`src/rtl/bkpt_pkg.sv`:
```
package bkpt_pkg;

  // Control word, bit 3 down to bit 0
  typedef struct packed {
    logic fetch_mode;  // 1: match instruction fetches, 0: match data accesses
    logic enable;      // unit armed
    logic brk_wr;      // data writes qualify
    logic brk_rd;      // data reads qualify
  } bkpt_ctl_t;

  localparam int CTL_W         = 4;
  localparam int SEL_CTL       = 0;
  localparam int SEL_STAT      = 1;
  localparam int SEL_ADDR_BASE = 2;

endpackage

```
`src/rtl/bkpt_regs.sv`:
```
module bkpt_regs
  import bkpt_pkg::*;
#(
  parameter int ADDR_W  = 16,
  parameter int DATA_W  = 16,
  parameter int NUM_CMP = 2,
  parameter int SEL_W   = 2
) (
  input  logic                           clk,
  input  logic                           rst,
  input  logic                           reg_we,
  input  logic [SEL_W-1:0]               reg_sel,
  input  logic [DATA_W-1:0]              reg_wdata,
  output bkpt_ctl_t                      ctl_q,
  output logic [NUM_CMP-1:0][ADDR_W-1:0] addr_q
);

  localparam logic [SEL_W-1:0] CTL_SEL = SEL_W'(SEL_CTL);

  always_ff @(posedge clk) begin
    if (rst) begin
      ctl_q <= '0;
    end else if (reg_we && reg_sel == CTL_SEL) begin
      ctl_q <= bkpt_ctl_t'(reg_wdata[CTL_W-1:0]);
    end
  end

  for (genvar i = 0; i < NUM_CMP; i++) begin : g_addr
    localparam logic [SEL_W-1:0] MY_SEL = SEL_W'(SEL_ADDR_BASE + i);
    always_ff @(posedge clk) begin
      if (rst) begin
        addr_q[i] <= '0;
      end else if (reg_we && reg_sel == MY_SEL) begin
        addr_q[i] <= reg_wdata[ADDR_W-1:0];
      end
    end
  end

  // a write to an address register is visible on the next cycle
  for (genvar i = 0; i < NUM_CMP; i++) begin : g_chk
    localparam logic [SEL_W-1:0] CHK_SEL = SEL_W'(SEL_ADDR_BASE + i);
    p_addr_load_r3: assert property (@(posedge clk) disable iff (rst)
      (reg_we && reg_sel == CHK_SEL) |=> (addr_q[i] == $past(reg_wdata[ADDR_W-1:0])));
  end

endmodule

```
`src/rtl/bkpt_match.sv`:
```
module bkpt_match
  import bkpt_pkg::*;
#(
  parameter int ADDR_W  = 16,
  parameter int NUM_CMP = 2
) (
  input  logic                           clk,
  input  logic                           rst,
  input  bkpt_ctl_t                      ctl,
  input  logic [NUM_CMP-1:0][ADDR_W-1:0] addr,
  input  logic                           fetch_valid,
  input  logic [ADDR_W-1:0]              fetch_addr,
  input  logic                           bus_rd,
  input  logic                           bus_wr,
  input  logic [ADDR_W-1:0]              bus_addr,
  output logic [NUM_CMP-1:0]             rd_hit,
  output logic [NUM_CMP-1:0]             wr_hit,
  output logic [NUM_CMP-1:0]             fe_hit
);

  logic data_arm;
  logic fetch_arm;

  assign data_arm  = ctl.enable && !ctl.fetch_mode;
  assign fetch_arm = ctl.enable &&  ctl.fetch_mode;

  for (genvar i = 0; i < NUM_CMP; i++) begin : g_cmp
    logic bus_eq;
    logic fe_eq;
    assign bus_eq    = (bus_addr == addr[i]);
    assign fe_eq     = (fetch_addr == addr[i]);
    assign rd_hit[i] = data_arm && ctl.brk_rd && bus_rd && bus_eq;
    assign wr_hit[i] = data_arm && ctl.brk_wr && bus_wr && bus_eq;
    assign fe_hit[i] = fetch_arm && fetch_valid && fe_eq;
  end

  // fetch hits and data hits never coexist
  p_mode_excl_r7: assert property (@(posedge clk) disable iff (rst)
    !((|fe_hit) && ((|rd_hit) || (|wr_hit))));

endmodule

```
`src/rtl/bkpt_status.sv`:
```
module bkpt_status #(
  parameter int STAT_W = 6
) (
  input  logic              clk,
  input  logic              rst,
  input  logic [STAT_W-1:0] set_vec,
  input  logic              clr_we,
  input  logic [STAT_W-1:0] clr_mask,
  output logic [STAT_W-1:0] status_q,
  output logic              halt_q
);

  logic [STAT_W-1:0] clr_eff;

  assign clr_eff = clr_we ? clr_mask : '0;

  always_ff @(posedge clk) begin
    if (rst) begin
      status_q <= '0;
      halt_q   <= 1'b0;
    end else begin
      status_q <= (status_q & ~clr_eff) | set_vec;
      halt_q   <= |set_vec;
    end
  end

  // without a clear, no flag ever drops
  p_sticky_r10: assert property (@(posedge clk) disable iff (rst)
    !clr_we |=> ((status_q & $past(status_q)) == $past(status_q)));

  // a clear with no concurrent hit leaves the masked bits at zero
  p_w1c_r11: assert property (@(posedge clk) disable iff (rst)
    (clr_we && set_vec == '0) |=> ((status_q & $past(clr_mask)) == '0));

  // a hit's flag is set on the next cycle whatever the clear does
  p_set_wins_r12: assert property (@(posedge clk) disable iff (rst)
    (set_vec != '0) |=> ((status_q & $past(set_vec)) == $past(set_vec)));

endmodule

```
`src/rtl/bkpt_unit.sv`:
```
module bkpt_unit
  import bkpt_pkg::*;
#(
  parameter int ADDR_W  = 16,
  parameter int DATA_W  = 16,
  parameter int NUM_CMP = 2,
  parameter int SEL_W   = $clog2(SEL_ADDR_BASE + NUM_CMP)
) (
  input  logic              clk,
  input  logic              rst,
  input  logic              reg_we,
  input  logic [SEL_W-1:0]  reg_sel,
  input  logic [DATA_W-1:0] reg_wdata,
  output logic [DATA_W-1:0] reg_rdata,
  input  logic              fetch_valid,
  input  logic [ADDR_W-1:0] fetch_addr,
  input  logic              bus_rd,
  input  logic              bus_wr,
  input  logic [ADDR_W-1:0] bus_addr,
  output logic              halt_req
);

  // Status layout: [2i] read hit, [2i+1] write hit, [2N+i] fetch hit
  localparam int STAT_W = 3 * NUM_CMP;
  localparam logic [SEL_W-1:0] STAT_SEL = SEL_W'(SEL_STAT);
  localparam logic [SEL_W-1:0] CTL_SEL  = SEL_W'(SEL_CTL);

  bkpt_ctl_t                      ctl_q;
  logic [NUM_CMP-1:0][ADDR_W-1:0] addr_q;
  logic [NUM_CMP-1:0]             rd_hit;
  logic [NUM_CMP-1:0]             wr_hit;
  logic [NUM_CMP-1:0]             fe_hit;
  logic [STAT_W-1:0]              set_vec;
  logic [STAT_W-1:0]              stat_q;
  logic                           stat_clr;
  logic [DATA_W-1:0]              rd_next;
  logic                           unused_wdata;

  assign unused_wdata = ^reg_wdata;

  bkpt_regs #(
    .ADDR_W (ADDR_W),
    .DATA_W (DATA_W),
    .NUM_CMP(NUM_CMP),
    .SEL_W  (SEL_W)
  ) u_regs (
    .clk      (clk),
    .rst      (rst),
    .reg_we   (reg_we),
    .reg_sel  (reg_sel),
    .reg_wdata(reg_wdata),
    .ctl_q    (ctl_q),
    .addr_q   (addr_q)
  );

  bkpt_match #(
    .ADDR_W (ADDR_W),
    .NUM_CMP(NUM_CMP)
  ) u_match (
    .clk        (clk),
    .rst        (rst),
    .ctl        (ctl_q),
    .addr       (addr_q),
    .fetch_valid(fetch_valid),
    .fetch_addr (fetch_addr),
    .bus_rd     (bus_rd),
    .bus_wr     (bus_wr),
    .bus_addr   (bus_addr),
    .rd_hit     (rd_hit),
    .wr_hit     (wr_hit),
    .fe_hit     (fe_hit)
  );

  for (genvar i = 0; i < NUM_CMP; i++) begin : g_pack
    assign set_vec[2*i]             = rd_hit[i];
    assign set_vec[2*i+1]           = wr_hit[i];
    assign set_vec[2*NUM_CMP + i]   = fe_hit[i];
  end

  assign stat_clr = reg_we && (reg_sel == STAT_SEL);

  bkpt_status #(
    .STAT_W(STAT_W)
  ) u_status (
    .clk     (clk),
    .rst     (rst),
    .set_vec (set_vec),
    .clr_we  (stat_clr),
    .clr_mask(reg_wdata[STAT_W-1:0]),
    .status_q(stat_q),
    .halt_q  (halt_req)
  );

  always_comb begin
    rd_next = '0;
    if (reg_sel == CTL_SEL) begin
      rd_next = {{(DATA_W-CTL_W){1'b0}}, ctl_q};
    end else if (reg_sel == STAT_SEL) begin
      rd_next = {{(DATA_W-STAT_W){1'b0}}, stat_q};
    end
    for (int i = 0; i < NUM_CMP; i++) begin
      if (reg_sel == SEL_W'(SEL_ADDR_BASE + i)) begin
        rd_next = DATA_W'(addr_q[i]);
      end
    end
  end

  always_ff @(posedge clk) begin
    if (rst) begin
      reg_rdata <= '0;
    end else begin
      reg_rdata <= rd_next;
    end
  end

  // a halt request always comes with a recorded flag
  p_halt_flag_r4: assert property (@(posedge clk) disable iff (rst)
    halt_req |-> (stat_q != '0));

  // a disabled unit raises no halt on the following cycle
  p_disabled_quiet_r9: assert property (@(posedge clk) disable iff (rst)
    !ctl_q.enable |=> !halt_req);

endmodule

```
`config.mk`:
```
export PLATFORM = sky130hd
export DESIGN_NAME = bkpt_unit
export DESIGN_NICKNAME = d
export VERILOG_FILES = /design/src/rtl/bkpt_pkg.sv /design/src/rtl/bkpt_regs.sv /design/src/rtl/bkpt_match.sv /design/src/rtl/bkpt_status.sv /design/src/rtl/bkpt_unit.sv
export SDC_FILE = /design/constraint.sdc
export NUM_CORES = 1
export LEC_CHECK = 0
export BUFFER_PORTS_ARGS = -buffer_cell sky130_fd_sc_hd__buf_2
export CAP_MARGIN = 25
export CORE_MARGIN = 2
export CORE_UTILIZATION = 48
export CTS_CLUSTER_DIAMETER = 150
export CTS_CLUSTER_SIZE = 8
export DETAILED_ROUTE_END_ITERATION = 8
export PLACE_DENSITY = 0.75
export SETUP_SLACK_MARGIN = 0.3
export SYNTH_ARGS = -nofsm -noshare
export SYNTH_HDL_FRONTEND = slang
export SYNTH_HIERARCHICAL = 1
export SYNTH_SLANG_ARGS = --single-unit
```
`constraint.sdc`:
```
create_clock -name clk -period 1.32 [get_ports clk]
set_input_delay 0.264 -clock clk [delete_from_list [all_inputs] [get_ports clk]]
set_output_delay 0.264 -clock clk [all_outputs]
set_load 0.005 [all_outputs]
```
==> key figures <==
Outcome
  – Run status: finished with violations
  – Failing checks: setup timing

Floorplanning
  – Die H: between 80 and 90 um
  – Row count: 29
  – Die area: about 0.0072 sq mm
  – Core box area: ~0.0063 sq mm
  – Io pins: 73
  – Die Wd: between 80 and 90 um
  – Starting Density: 49.60%

Clocking
  – H-tree lvl count: 3
  – TritonCTS buffer count: 9
  – Skew-Pair Late Insertion Delay: 0.33 ns
  – CTS Buffer Depth: 2
  – CTS Sinks: a little under 60
  – Clk pin slew, worst setup/hold paths: ~0.070 ns
  – TritonCTS clock tree: yes
  – Root Buffer: clkbuf_8

Setup path
  – Crit-path cells: xor2_1 > nor4_2 > nand4_1 > nor2_2 > nor4_1 > a31oi_1
  – CP Capture Type: flop
  – Slowest CP cell: dfxtp_2
  – Reg2Reg Setup Slack: -0.21 ns
  – R2R cell count: 6
  – Worst path required time: approximately 1.6 ns
  – Reg-to-Reg End: u_status/halt_q
  – Startpoint types: flop
  – WP data arrival: roughly 1.8 ns
  – Worst setup path startpoint: u_regs/addr_q[16]
  – R2R Path Start: u_regs/addr_q[16]
  – CP Class: flop to flop
  – Critical path peak fanout: 3
  – CP max stage delay: between 0.3 and 0.4 ns

Global routing
  – Initial antenna violation count: 0
  – Largest net degree at the start of global routing: 29
  – Global route overflow: 0
  – Via count of the first global-routing pass: 2856
  – Gr usage total: between 20% and 30%
  – First-pass GRT wire length: approximately 14000 um

Placement
  – Number of port buffers: 72
  – GP Congestion: 0.9361
  – DP HPWL: 6604 um

Synthesis
  – Post-synthesis xor/xnor area fraction: 17.80%
  – Library cells used by synthesis: 31
  – Ys async rst share: 0%
  – Register area share after synthesis: 37.50%
  – Yosys reg bits: 59
  – Synth Flop Type: dfxtp_1
  – Simple-Gate Fraction of Synth Area: a little under a fifth
  – Mapped Area: about 0.0031 sq mm
  – Complex-gate fraction of the synthesized area: just under 5%
  – Cells after Synth: roughly 320
  – Mapped Nets: roughly 370
  – Number of synthesized flops with an enable pin: 0
  – Post-synthesis mux area share: 17.80%
  – Synth warn: 6
  – Synthesized area per cell: slightly below 10 sq um
  – Post-Synth Adder-Cell Area: 0%
  – Combinational family with the most area after synthesis: simple AND/OR/NAND/NOR gates

Routing
  – Vias per cell: 5.419
  – DRT iter0 DRCs: between 150 and 200
  – Post-route ant nets: 0
  – Drt total wl: roughly 9000 um
  – Via count: between 2000 and 3000
  – Residual DRC: 0
  – WL/cell: approximately 17 um
  – First-pass DRT Iterations: 5

Power and ir drop
  – Pwr dens: a little over 1000 mW/mm^2
  – Leak: about 0.002 uW
  – Max rail drop VDD: roughly 0.00062 V

STA
  – Slew Limit Fails: 0
  – Maximum operating frequency: around 650 MHz
  – Period utilization: 116.2%
  – Post-route setup slack: -0.2144 ns
  – Endpoints failing setup: 7
  – Final Hold Fails: 0
  – RSZ-0062 raised after global routing: true
  – Setup_tns: -0.7920 ns
  – Slew HR: a little under 70%
  – Tightest Pin Transition: 0.4584 ns
  – Tmin final: around 1.5 ns
  – Clock skew: 0.008100 ns
  – Hold WS: roughly 0.22 ns

Finish
  – Share of post-route cells with drive strength above 1: roughly two fifths
  – Most frequent cells in the layout: 71 x buf_2, 56 x mux2i_1, 53 x nand2b_1
  – Final net count: between 400 and 500
  – Ant. Diodes: 0
  – Register area: 0.001217 sq mm
  – Final core occ: about two thirds
  – Multi-input gate area: 0.001972 sq mm
  – Most common cell after layout, fill and taps aside: buf_2
  – P&R area growth vs syn: 35.56%
  – Filler cell count: about 510

Hold path
  – Hold path depth: 3
  – Hold crit path type: primary input to flop
  – Worst Hold End: u_regs/addr_q[7]
  – HP Start: reg_wdata[7]

Job
  – Max Cap Viol: 0
[state kept, by name, summed over array words and instances, names as in the netlist]
name               cells
u_regs/addr_q         32
reg_rdata             16
u_status/status_q      6
u_regs/ctl_q           4
u_status/halt_q        1
[worst max path at each step]
stage               slack, ns         endpoint  depth (start not counted)
global placement        -0.26  u_status/halt_q                          7
floorplan                0.09  u_status/halt_q                          6
detailed placement      -0.26  u_status/halt_q                          7
finish                  -0.21  u_status/halt_q                          6
global route            -0.28  u_status/halt_q                          6
CTS                     -0.12  u_status/halt_q                          6
[what timing repair did]
| action | in CTS | in global routing |
|---|---|---|
| resized for setup | 13 | 14 |
| hold buffers | 0 | 0 |
| pin swaps | 10 | 4 |
| setup buffers | 2 | 0 |
| setup endpoints to repair | 17 | 24 |
[report_power, final]
| part | internal [uW] | leakage (uW) | switching, uW |
|---|---|---|---|
| logic | 319 | 0.00146 | 331 |
| registers | 1830 | 0.000491 | 44.4 |
| clock network | 1110 | 0.000104 | 690 |
| total | 3260 | 0.00205 | 1070 |
[cell families after synthesis]
family / after synthesis
AND/OR/NAND/NOR: 102
multiplexers: 56
XOR/XNOR: 64
AO/OA/AOI/OAI: 21
buffers and inverters: 15
flip-flops: 59
[per-layer routing]
| layer | vias to the layer above | track usage, % | routed length, um |
|---|---|---|---|
| li1 | 1324 | - | - |
| met5 | - | 0 | 0 |
| met3 | 13 | 4.961 | 620 |
| met4 | 0 | 6.061 | 80 |
| met1 | 1343 | 32.22 | 3728 |
| met2 | 127 | 44.32 | 4559 |
[layout make-up]
class / count / area share (%)
clock buffer: 13 / 3.488
clock inverter: 2 / 1.407
inverter: 2 / 0.1759
multi-input combinational: 243 / 46.19
sequential: 59 / 28.52
tap: 77 / 2.257
timing repair buffer: 122 / 17.97
[critical path: cells and delay by family, from the launching register on]
| family | cells | cell delay, ns |
|---|---|---|
| AND/OR/NAND/NOR | 4 | 0.83 |
| flip-flops | 1 | 0.34 |
| XOR/XNOR | 1 | 0.16 |
| AO/OA/AOI/OAI | 1 | 0.14 |
[synth_stat cells, types with 5 or more instances]
cell type  count  area [sq um]
buf_2          5         25.02
clkbuf_1       5         18.77
dfxtp_1       59          1181
mux2i_1       56         560.5
nand2b_1      53         331.6
nand3_1        6         30.03
nand4_1        5         31.28
nor2_1        15         56.30
nor4_1        13         81.33
xnor2_1       13         113.9
xor2_1        51         446.7
[metrics by stage]
stage	instances	setup slack [ns]	area (sq um)	power (uW)
4_1_cts	518	-0.1181	4225	4323
6_report	518	-0.2144	4269	4324
3_3_place_gp	501	-0.2568	3938	2506
5_1_grt	518	-0.2793	4269	4478
3_5_place_dp	501	-0.2612	3938	2517
2_1_floorplan	317	0.09430	3178	2220
(Power assumes the default switching activity.)
